## config.mk

```make
export PLATFORM = sky130hd
export DESIGN_NAME = micro_xlate_cache
export DESIGN_NICKNAME = d
export VERILOG_FILES = /design/src/rtl/utc_pkg.sv /design/src/rtl/utc_entry.sv /design/src/rtl/utc_array.sv /design/src/rtl/micro_xlate_cache.sv
export SDC_FILE = /design/constraint.sdc
export NUM_CORES = 1
export LEC_CHECK = 0
export ABC_AREA = 1
export BUFFER_PORTS_ARGS = -buffer_cell sky130_fd_sc_hd__buf_2
export CAP_MARGIN = 10
export CELL_PAD_IN_SITES_DETAIL_PLACEMENT = 0
export CELL_PAD_IN_SITES_GLOBAL_PLACEMENT = 2
export CORE_MARGIN = 2
export CORE_UTILIZATION = 40
export CTS_BUF_LIST = sky130_fd_sc_hd__clkbuf_2 sky130_fd_sc_hd__clkbuf_4 sky130_fd_sc_hd__clkbuf_8
export DETAILED_ROUTE_END_ITERATION = 12
export PLACE_DENSITY_LB_ADDON = 0.05
export SLEW_MARGIN = 10
export SYNTH_ARGS = -nofsm -noshare
export SYNTH_HDL_FRONTEND = slang
export SYNTH_SLANG_ARGS = --single-unit
export TNS_END_PERCENT = 5
```

## constraint.sdc

```tcl
create_clock -name clk -period 2.8 [get_ports clk]
set_input_delay 0.42 -clock clk [delete_from_list [all_inputs] [get_ports clk]]
set_output_delay 0.42 -clock clk [all_outputs]
set_load 0.005 [all_outputs]
```

## src/rtl/utc_pkg.sv

```systemverilog
package utc_pkg;
  localparam int VA_W      = 32;
  localparam int PA_W      = 32;
  localparam int OFS_W     = 12;
  localparam int LVL_W     = 2;
  localparam logic [LVL_W-1:0] LVL_NONE = 2'd0;
  localparam logic [LVL_W-1:0] LVL_RD   = 2'd1;
  localparam logic [LVL_W-1:0] LVL_RW   = 2'd2;
endpackage

```

## src/rtl/utc_entry.sv

```systemverilog
module utc_entry
  import utc_pkg::*;
#(
  parameter int VPN_W = 20,
  parameter int PFN_W = 20
) (
  input  logic             clk,
  input  logic             rst,
  input  logic             clr,
  input  logic             wr_en,
  input  logic [VPN_W-1:0] wr_vpn,
  input  logic [PFN_W-1:0] wr_pfn,
  input  logic [LVL_W-1:0] wr_lvl,
  input  logic [VPN_W-1:0] cmp_vpn,
  input  logic [LVL_W-1:0] req_lvl,
  output logic             qual,
  output logic [PFN_W-1:0] pfn,
  output logic [LVL_W-1:0] lvl
);
  logic             valid_q;
  logic [VPN_W-1:0] vpn_q;
  logic [PFN_W-1:0] pfn_q;
  logic [LVL_W-1:0] lvl_q;

  always_ff @(posedge clk) begin
    if (rst || clr) begin
      valid_q <= 1'b0;
    end else if (wr_en) begin
      valid_q <= 1'b1;
    end
  end

  always_ff @(posedge clk) begin
    if (wr_en && !clr) begin
      vpn_q <= wr_vpn;
      pfn_q <= wr_pfn;
      lvl_q <= wr_lvl;
    end
  end

  assign qual = valid_q && (vpn_q == cmp_vpn) && (lvl_q >= req_lvl);
  assign pfn  = pfn_q;
  assign lvl  = lvl_q;

  AST_ENTRY_CLEARED: assert property (@(posedge clk) disable iff (rst)
    $past(clr) |-> !qual);
endmodule

```

## src/rtl/utc_array.sv

```systemverilog
module utc_array
  import utc_pkg::*;
#(
  parameter int ENTRIES = 4,
  parameter int VPN_W   = 20,
  parameter int PFN_W   = 20
) (
  input  logic             clk,
  input  logic             rst,
  input  logic             flush,
  input  logic             fill_en,
  input  logic [VPN_W-1:0] fill_vpn,
  input  logic [PFN_W-1:0] fill_pfn,
  input  logic [LVL_W-1:0] fill_lvl,
  input  logic             lk_en,
  input  logic [VPN_W-1:0] lk_vpn,
  input  logic [LVL_W-1:0] lk_req,
  output logic             hit,
  output logic [PFN_W-1:0] hit_pfn,
  output logic [LVL_W-1:0] hit_lvl
);
  localparam int PTR_W = (ENTRIES > 1) ? $clog2(ENTRIES) : 1;
  localparam logic [PTR_W-1:0] LAST = PTR_W'(ENTRIES - 1);

  logic [PTR_W-1:0] ptr_q;
  logic [ENTRIES-1:0] qual;
  logic [PFN_W-1:0]   e_pfn [ENTRIES];
  logic [LVL_W-1:0]   e_lvl [ENTRIES];
  logic               do_fill;

  assign do_fill = fill_en && !flush;

  always_ff @(posedge clk) begin
    if (rst || flush) begin
      ptr_q <= '0;
    end else if (fill_en) begin
      ptr_q <= (ptr_q == LAST) ? '0 : ptr_q + 1'b1;
    end
  end

  for (genvar g = 0; g < ENTRIES; g++) begin : g_ent
    utc_entry #(.VPN_W(VPN_W), .PFN_W(PFN_W)) i_entry (
      .clk     (clk),
      .rst     (rst),
      .clr     (flush),
      .wr_en   (do_fill && (ptr_q == PTR_W'(g))),
      .wr_vpn  (fill_vpn),
      .wr_pfn  (fill_pfn),
      .wr_lvl  (fill_lvl),
      .cmp_vpn (lk_vpn),
      .req_lvl (lk_req),
      .qual    (qual[g]),
      .pfn     (e_pfn[g]),
      .lvl     (e_lvl[g])
    );
  end

  always_comb begin
    hit     = 1'b0;
    hit_pfn = '0;
    hit_lvl = LVL_NONE;
    for (int i = ENTRIES - 1; i >= 0; i--) begin
      if (lk_en && qual[i]) begin
        hit     = 1'b1;
        hit_pfn = e_pfn[i];
        hit_lvl = e_lvl[i];
      end
    end
  end

  AST_PTR_STEP: assert property (@(posedge clk) disable iff (rst)
    (fill_en && !flush) |=> (ptr_q == (($past(ptr_q) == LAST) ? '0 : $past(ptr_q) + 1'b1)));
  AST_PTR_HOME: assert property (@(posedge clk) disable iff (rst)
    flush |=> (ptr_q == '0));
  AST_HIT_SUFFICES: assert property (@(posedge clk) disable iff (rst)
    hit |-> (hit_lvl >= lk_req && hit_lvl != LVL_NONE));
endmodule

```

## src/rtl/micro_xlate_cache.sv

```systemverilog
module micro_xlate_cache
  import utc_pkg::*;
#(
  parameter int ENTRIES = 4
) (
  input  logic                   clk,
  input  logic                   rst,
  input  logic                   flush,
  input  logic [VA_W-1:0]        lk_vaddr,
  input  logic                   lk_is_instr,
  input  logic                   lk_is_write,
  output logic                   lk_hit,
  output logic [PA_W-1:0]        lk_paddr,
  output logic [LVL_W-1:0]       lk_level,
  input  logic                   fill_en,
  input  logic                   fill_is_instr,
  input  logic [VA_W-OFS_W-1:0]  fill_vpn,
  input  logic [PA_W-OFS_W-1:0]  fill_pfn,
  input  logic                   fill_dirty
);
  localparam int VPN_W = VA_W - OFS_W;
  localparam int PFN_W = PA_W - OFS_W;
  localparam int SETS  = 2;

  logic             in_window;
  logic [LVL_W-1:0] req_lvl;
  logic [LVL_W-1:0] fill_lvl;
  logic [SETS-1:0]  s_hit;
  logic [PFN_W-1:0] s_pfn [SETS];
  logic [LVL_W-1:0] s_lvl [SETS];
  logic             sel;

  assign in_window = (lk_vaddr[VA_W-1 -: 2] == 2'b10);
  assign req_lvl   = lk_is_write ? LVL_RW : LVL_RD;
  assign fill_lvl  = fill_dirty ? LVL_RW : LVL_RD;
  assign sel       = lk_is_instr;

  // set 0 = data, set 1 = instruction
  for (genvar s = 0; s < SETS; s++) begin : g_set
    utc_array #(.ENTRIES(ENTRIES), .VPN_W(VPN_W), .PFN_W(PFN_W)) i_arr (
      .clk      (clk),
      .rst      (rst),
      .flush    (flush),
      .fill_en  (fill_en && (fill_is_instr == (s == 1))),
      .fill_vpn (fill_vpn),
      .fill_pfn (fill_pfn),
      .fill_lvl (fill_lvl),
      .lk_en    (!in_window && (lk_is_instr == (s == 1))),
      .lk_vpn   (lk_vaddr[VA_W-1:OFS_W]),
      .lk_req   (req_lvl),
      .hit      (s_hit[s]),
      .hit_pfn  (s_pfn[s]),
      .hit_lvl  (s_lvl[s])
    );
  end

  assign lk_hit   = s_hit[sel];
  assign lk_paddr = s_hit[sel] ? {s_pfn[sel], lk_vaddr[OFS_W-1:0]} : '0;
  assign lk_level = s_hit[sel] ? s_lvl[sel] : LVL_NONE;

  AST_WINDOW_MISS: assert property (@(posedge clk) disable iff (rst)
    in_window |-> !lk_hit);
  AST_ONE_SET: assert property (@(posedge clk) disable iff (rst)
    $onehot0(s_hit));
  AST_MISS_QUIET: assert property (@(posedge clk) disable iff (rst)
    !lk_hit |-> (lk_paddr == '0 && lk_level == LVL_NONE));
  AST_WRITE_LEVEL: assert property (@(posedge clk) disable iff (rst)
    (lk_hit && lk_is_write) |-> lk_level == LVL_RW);
  AST_OFFSET_KEPT: assert property (@(posedge clk) disable iff (rst)
    lk_hit |-> lk_paddr[OFS_W-1:0] == lk_vaddr[OFS_W-1:0]);
endmodule

```

; ---- Word level (Yosys, flattened, before mapping)
; Index checks and enable logic that the tools add are counted.
[totals]
memories = 0
reg_bits = 348
elab_cells = 153
in_bits = 80
romBits = 0
ram_bits = 0
latch_bits = 0
[classes]
order_cmp = 10
mux = 38
reduce_logical = 51
n_bitwise = 3
add_sub_neg = 2
div = 0
n_shift = 0
eq_ne = 15
mul = 0
[op_table]
columns = cell, n
row1 = 20-bit two-way mux, 11
row2 = 20-bit equality test, 8
row3 = 1-bit logical AND, 46
row4 = 2-bit two-way mux, 16
row5 = 32-bit two-way mux, 1
row6 = 2-bit greater-or-equal comparator, 8
row7 = 2-bit equality test (second input constant), 5
row8 = 1-bit two-way mux, 10
row9 = 2-bit by 1-bit adder with 2-bit output (second input constant), 2
row10 = 2-bit by 1-bit equality test with 1-bit output (second input constant), 2
row11 = 2-bit zero test, 2
row12 = 2-bit greater-or-equal comparator (second input constant), 1
row13 = 1-bit zero test, 2
row14 = 1-bit by 2-bit < comparator with 1-bit output (second input constant), 1
row15 = 1-bit NOT, 2
row16 = 1-bit NOT with 2-bit output, 1
row17 = 1-bit logical OR, 1

; ---- Logic depth before layout (Yosys ltp)
; Gate-level depths: netlist of run 1.
[depth]
depth_word = 12
mapped_depth = 16
depth_no_buf = 15

; ---- Modules after synthesis
; Synthesis of run 1 repeated with hierarchy kept, for this count alone.
[hier_totals]
cells_unflattened = 1938
hier_area_um2 = 17161.5
[modules_own_cells]
columns = mod, area_each_um2, instances, cells_each
row1 = utc_entry, 1740.4, 8, 155
row2 = utc_array, 1277.5, 2, 269
row3 = micro_xlate_cache, 683.2, 1, 160

; ---- Worst setup path before layout of run 1
; No wires, ideal clock.
[synth_path]
kind = input to output
from = input lk_is_write
to = output lk_paddr[22]
path_slack_ns = 0.258
required_ns = 2.380
path_stages = 14
t_arrival_ns = 2.122
cell_sequence = inv_1 -> ha_1 -> o21ai_0 -> nand2_1 -> nand2_1 -> nor2_1 -> nand3_1 -> clkbuf_1 -> nand3_1 -> nand2_1 -> nand2_1 -> nand2_1 -> nand2_1 -> nor2_1
[synth_between]
elab_chain_cells = 12
word_cells_on_any_way = 47
cone_classes = order compare: 8 / mux: 23 / reduce/logical: 16
[synth_lines]
columns = item, line
row1 = start: declaration, micro_xlate_cache.sv:11  ; input logic lk_is_write,
row2 = 2-bit two-way mux (*), micro_xlate_cache.sv:34  ; assign req_lvl = lk_is_write ? LVL_RW : LVL_RD;
row3 = 2-bit greater-or-equal comparator, utc_entry.sv:41  ; assign qual = valid_q && (vpn_q == cmp_vpn) && (lvl_q >= req_lvl);
row4 = 1-bit logical AND, utc_entry.sv:41
row5 = 1-bit logical AND, utc_array.sv:63  ; if (lk_en && qual[i]) begin
row6 = 20-bit two-way mux (4 in a row), utc_array.sv:63
row7 = 20-bit two-way mux (implied by the code) (3 in a row), micro_xlate_cache.sv:58  ; assign lk_paddr = s_hit[sel] ? {s_pfn[sel], lk_vaddr[OFS_W-1:0]} : '0;
row8 = 32-bit two-way mux (*), micro_xlate_cache.sv:58
row9 = end: declaration, micro_xlate_cache.sv:13  ; output logic [PA_W-1:0] lk_paddr,
; Mark *: on every way between the ends. The rest lies on a longest branch, timed or not. The select of a mux whose other input is x is not followed.

; ---- Worst setup path in the final report of run 1
[layout_path]
from = register g_set[1].i_arr.g_ent[1].i_entry.lvl_q[1]
to = output lk_level[0]
[layout_between]
elab_chain_cells = 9
word_cells_on_any_way = 13
cone_classes = order compare: 1 / mux: 10 / reduce/logical: 2
[layout_lines]
columns = item, line
row1 = start: declaration, utc_entry.sv:23  ; logic [LVL_W-1:0] lvl_q;
row2 = start signal: assignment, utc_entry.sv:37  ; lvl_q <= wr_lvl;
row3 = 2-bit greater-or-equal comparator (*), utc_entry.sv:41
row4 = 1-bit logical AND (*), utc_entry.sv:41
row5 = 1-bit logical AND (*), utc_array.sv:63
row6 = 2-bit two-way mux (2 in a row), utc_array.sv:63
row7 = 2-bit two-way mux (implied by the code) (3 in a row), micro_xlate_cache.sv:59  ; assign lk_level = s_hit[sel] ? s_lvl[sel] : LVL_NONE;
row8 = 2-bit two-way mux (*), micro_xlate_cache.sv:59
row9 = end: declaration, micro_xlate_cache.sv:14  ; output logic [LVL_W-1:0] lk_level,
; Marked as above.

==> metrics, run 1 <==
status finished, violations left; failing checks setup timing; VDD IR max 340 µV; Final setup violation count 35; Hold WS 0.0578 ns; Core ar. 39800 µm²; Starting DRT DRC Count 949; n_diodes 0; max cap viols 0; buffers added on ports 114; CP startpoint kind flop; Avg Cell Area, Syn 9.30 µm²; gpl congestion 0.911; Clock Latency Late Sink 0.65 ns; die width 205 µm; Final Hold Fails 0; CTS buffer count 59; H-tree Lvls 2; Worst-Margin Slew 0.652 ns; clk_skew 0.0146 ns; Yosys warnings 0; Hold Crit Class input port to flop; Total Neg Setup Slack -12.81 ns; Synth top area share 62.4%; Post-Route WL 51700 µm; top post-synthesis cells by area edfxtp_1, nand2_1, nor2_1; Synth Instances 1738; Vias 12434; fmax 311 MHz; Clock Path Buffers 3; RSZ-0062 raised after global routing true; most frequent cells after synthesis nand2_1, edfxtp_1, nor2_1, inv_1, o21ai_0; final worst-path cycle share 115%; DRC 0; overall power 10.9 mW; largest net degree at the start of global routing 46; largest area contributor in the netlist edfxtp_1; Sinks on Clock Net 348; gr usage total 25.1%; Top Ports 115; ys flop type edfxtp_1; Synth cell types 30; Leakage 8.77 nW; Crit Path Max Fanout 19; grt total ovfl 0; Post-synth EDFFs 336; layout cells sized above 1 21.5%; async set-or-reset flop fraction in the synthesized netlist 0%; FP Rows 73; area growth from synthesis to layout 23.5%; Max-slew headroom 56.5%; pwr/cell area 548 nW/µm²; PnR worst setup slack -0.419 ns; CTS tree done; Setup WS pre-CTS -0.279 ns; Crit. End Element primary output; Starting Density 40.6%; vias per std cell 4.84; Clock transition at path regs 0.06 ns; WL/cell 20.1 µm; die area 42000 µm²; first-pass GRT wire length 76400 µm; Finished Core Util 50.2%; Routed Antenna Nets 0; Max Slew Vio Count 0; sequential-to-total area share from yosys stat 63.9%; clock root buffer clkbuf_8; nets@finish 2101; Mapped Nets 1842; Cell Area, Synth 16200 µm²; post-route minimum period 3.22 ns; WS Path Type flop to primary output; Worst EP required 2.38 ns; vias in the first global route 12247; most frequent cell after synthesis nand2_1; 1st-pass router iterations 7; initial antenna violation count 0; die height 205 µm; CP arrival 2.80 ns; HPWL after DPL 34700 µm; Yosys reg bits 348
-- critical path, stage by stage, from the launching register on --
cell	delay, ns
edfxtp_1	0.41
ha_1	0.29
o21ai_1	0.05
nand2_1	0.08
nand2_2	0.09
nor2_4	0.11
nand3_4	0.13
buf_12	0.16
buf_16	0.15
nand2_1	0.06
nand2_1	0.05
nand2_1	0.07
nand2_1	0.05
nand2_1	0.06
nand2_1	0.07
nor2_2	0.17
buf_2	0.14
-- final timing paths --
path / from / endpoint / slack (ns) / cells after the start
setup / recovery: g_set[1].i_arr.g_ent[1].i_entry.lvl[1] / lk_level[0] / -0.42 / 16
hold / removal: fill_pfn[19] / g_set[1].i_arr.g_ent[1].i_entry.pfn[19] / 0.06 / 1
setup reg to reg: g_set[1].i_arr.ptr_q[1] / g_set[1].i_arr.g_ent[1].i_entry.pfn[16] / 1.26 / 5
hold reg to reg: g_set[1].i_arr.g_ent[3].i_entry.valid_q / g_set[1].i_arr.g_ent[3].i_entry.valid_q / 0.45 / 2
-- report_power, final --
group          switching [mW]  internal (mW)  leakage [nW]
clock                    2.08           2.33         0.599
combinational           0.491          0.256          5.04
sequential             0.0177           5.77          3.13
total                    2.58           8.36          8.77
-- flip-flops by register name, indices dropped and copies added (netlist names) --
name and cells:
g_set.i_arr.g_ent.i_entry.lvl 16, g_set.i_arr.g_ent.i_entry.pfn 160, g_set.i_arr.g_ent.i_entry.valid_q 8, g_set.i_arr.g_ent.i_entry.vpn_q 160
g_set.i_arr.ptr_q 4
-- metrics by stage --
stage	std cells	area, µm²
finish	2569	20000
detailed placement	2450	18400
global placement	2450	18400
CTS	2566	19800
floorplan	1738	16200
global route	2569	20000
-- cell families after synthesis --
kind of cell	Yosys count	synth area share (%)
adder cells (fa/ha/maj)	24	1.86
flip-flops	348	63.9
buffers and inverters	279	6.95
XOR/XNOR	7	0.379
AND/OR/NAND/NOR	963	23.2
AO/OA/AOI/OAI	117	3.71
-- layout by cell type, fill, tap and decap left out, drive strengths merged --
| cell type | synthesis | final |
|---|---|---|
| or2 | 1 | 1 |
| a21oi | 50 | 50 |
| nand2 | 593 | 593 |
| nor2 | 308 | 308 |
| xnor2 | 3 | 3 |
| o21ai | 59 | 59 |
| inv | 225 | 225 |
| o22ai | 4 | 4 |
| dfxtp | 12 | 12 |
| a21o | 1 | 1 |
| edfxtp | 336 | 336 |
| nor3 | 4 | 4 |
| nand4 | 1 | 1 |
| clkinv | 2 | 22 |
| buf | 40 | 249 |
| a211oi | 3 | 3 |
| xor2 | 4 | 4 |
| nand3 | 56 | 56 |
| clkbuf | 12 | 88 |
| ha | 24 | 24 |
| clkinvlp | 0 | 1 |
-- layer usage --
metal  vias up  part of all wire [%]  track usage, %
li1       6070                     -               -
met1      5911                    48            36.4
met2       375                    44            39.6
met3        78                   6.2            4.12
met4         0                   1.9            5.94
met5         -                     0               0
-- final cells by class --
cell class | count | area [µm²]
Tap cell | 525 | 657
Sequential cell | 348 | 10300
Fill cell | 3821 | 19900
Clock buffer | 87 | 1030
Clock inverter | 21 | 88.8
Inverter | 227 | 857
Timing Repair Buffer | 250 | 2050
Multi-Input combinational cell | 1111 | 4960
-- what timing repair did --
action                                 4_1_cts  5_1_grt
hold buffers                                 0        0
endpoints found under the hold margin        0        0
pin swaps                                   30       17
cloned                                       2        1
gates resized for setup                     59       32
setup buffers                                7        2
setup endpoints to repair                   35       35
Power figures use the tool's default switching activity.
==> run 2, diff against run 1 <==
--- a/config.mk
+++ b/config.mk
@@ -14,7 +14,7 @@
 export CORE_UTILIZATION = 40
 export CTS_BUF_LIST = sky130_fd_sc_hd__clkbuf_2 sky130_fd_sc_hd__clkbuf_4 sky130_fd_sc_hd__clkbuf_8
 export DETAILED_ROUTE_END_ITERATION = 12
-export PLACE_DENSITY_LB_ADDON = 0.05
+export PLACE_DENSITY = 0.9
 export SLEW_MARGIN = 10
 export SYNTH_ARGS = -nofsm -noshare
 export SYNTH_HDL_FRONTEND = slang
==> metrics, run 2 (synthesized netlist as in run 1, its figures left out) <==
Clock transition at path regs 0.06 ns; largest net degree at the start of global routing 46; grt total ovfl 0; vias per std cell 4.85; Finished Core Util 50.1%; VDD IR max 314 µV; post-route minimum period 3.17 ns; vias in the first global route 12320; CP startpoint kind flop; die height 205 µm; Worst EP required 2.38 ns; CTS tree done; overall power 11.0 mW; Setup WS pre-CTS -0.285 ns; fmax 316 MHz; Starting DRT DRC Count 986; Final setup violation count 35; most frequent cells in the layout nand2_1, edfxtp_1, nor2_1; CTS buffer count 60; initial antenna violation count 0; DRC 0; Crit Path Max Fanout 8; pwr/cell area 553 nW/µm²; gpl congestion 0.907; clk_skew 0.0205 ns; layout cells sized above 1 20.5%; CP arrival 2.75 ns; Core ar. 39800 µm²; Max-slew headroom 59.6%; Top Ports 115; PnR worst setup slack -0.367 ns; Crit. End Element primary output; Clock Path Buffers 3; Cell Chain, Critical Path ha_1, o21ai_1, nand2_1, nand2_2, nor2_4, nand3_4, buf_12, buf_12, nand2_1, nand2_1, nand2_1, nand2_1, nand2_1, nand2_1, nor2_1, buf_2; max cap viols 0; dpl cell area 18200 µm²; failing checks setup timing; nets@finish 2092; gr usage total 23.4%; WS Path Type flop to primary output; die area 42000 µm²; buffers added on ports 114; WL/cell 18.9 µm; crit path max-delay cell type edfxtp_1; CP bufs+invs 3; FP Rows 73; Worst-Margin Slew 0.605 ns; critical path's top delay family simple AND/OR/NAND/NOR gates; Starting Density 40.6%; Fillers 3767; final worst-path cycle share 113%; Post-Route WL 48500 µm; Worst path most repeated cell nand2_1; Hold Crit Class input port to flop; first-pass GRT wire length 72500 µm; area growth from synthesis to layout 23.3%; slowest cell delay on critical path 0.40 ns; n_diodes 0; Vias 12440; H-tree Lvls 2; Final Hold Fails 0; Routed Antenna Nets 0; HPWL after DPL 33000 µm; status finished, violations left; final non-filler cell area 19900 µm²; most common cell after layout, fill and taps aside nand2_1; clock root buffer clkbuf_8; die width 205 µm; Max Slew Vio Count 0; RSZ-0062 raised after global routing true; Leakage 8.74 nW; 1st-pass router iterations 5; Sinks on Clock Net 348; Clock Latency Late Sink 0.66 ns; Hold WS 0.0481 ns
## run 2: changes by cell type in the layout (fill, tap and decap cells not counted), sizes merged
cell         delta
bufinv          +1
clkinvlp        +1
inv             +1
dlygate4sd3     +4
clkbuf          -3
clkinv          +6
buf            -17
bufbuf          +1
## run 2: path summary, 6_finish.rpt
kind	start	to	slack, ns	depth (start not counted)
setup reg to reg	g_set[1].i_arr.ptr_q[0]	g_set[1].i_arr.g_ent[3].i_entry.pfn[19]	1.17	4
hold reg to reg	g_set[1].i_arr.g_ent[0].i_entry.valid_q	g_set[1].i_arr.g_ent[0].i_entry.valid_q	0.45	2
hold / removal	fill_pfn[9]	g_set[1].i_arr.g_ent[3].i_entry.pfn[9]	0.05	1
setup / recovery	g_set[1].i_arr.g_ent[1].i_entry.lvl[1]	lk_paddr[26]	-0.37	16
## run 2: per-layer routing
metal  GRT usage [%]  vias to the layer above  part of all wire [%]
li1                -                     6054                     -
met1            32.3                     5883                    45
met2            37.6                      438                    46
met3            4.01                       65                   7.0
met4            7.81                        0                   2.4
met5               0                        -                     0
## run 2: metrics by stage
step	std cells	TNS (ns)
global route	2563	-17.51
finish	2563	-11.08
floorplan	1738	0
detailed placement	2432	-7.79
global placement	2432	-6.83
CTS	2557	-11.37
## run 2: timing repair
action                                  CTS  global route
hold endpoints to repair                 19             0
hold buffers                              4             0
endpoints found under the setup margin   35            35
pin swaps                                16            20
setup buffers                             5             3
cloned                                    4             3
gates resized for setup                  66            25
## run 2: worst reg2reg max path, delay by kind of cell, from the launching register on
family                     cells  cell delay, ns
DFF                            1            0.40
adders and majority gates      1            0.20
and+or+nand+nor                1            0.09
buffers and inverters          2            0.64
## run 2: area by class of cell
cell class              count  area [µm²]  share of cell area, %
multi-input cells        1111        4930                   24.7
flip-flops and latches    348       10300                   51.8
inverters                 227         868                   4.35
clock inverters            30         159                  0.797
clock buffers              82        1010                   5.06
well taps                 525         657                   3.29
repair buffers            240        1990                   9.96
## run 2: power breakdown
| group | switching [mW] | leakage (nW) | internal (mW) |
|---|---|---|---|
| sequential | 0.0179 | 3.13 | 5.77 |
| combinational | 0.465 | 5.00 | 0.241 |
| clock | 2.12 | 0.614 | 2.42 |
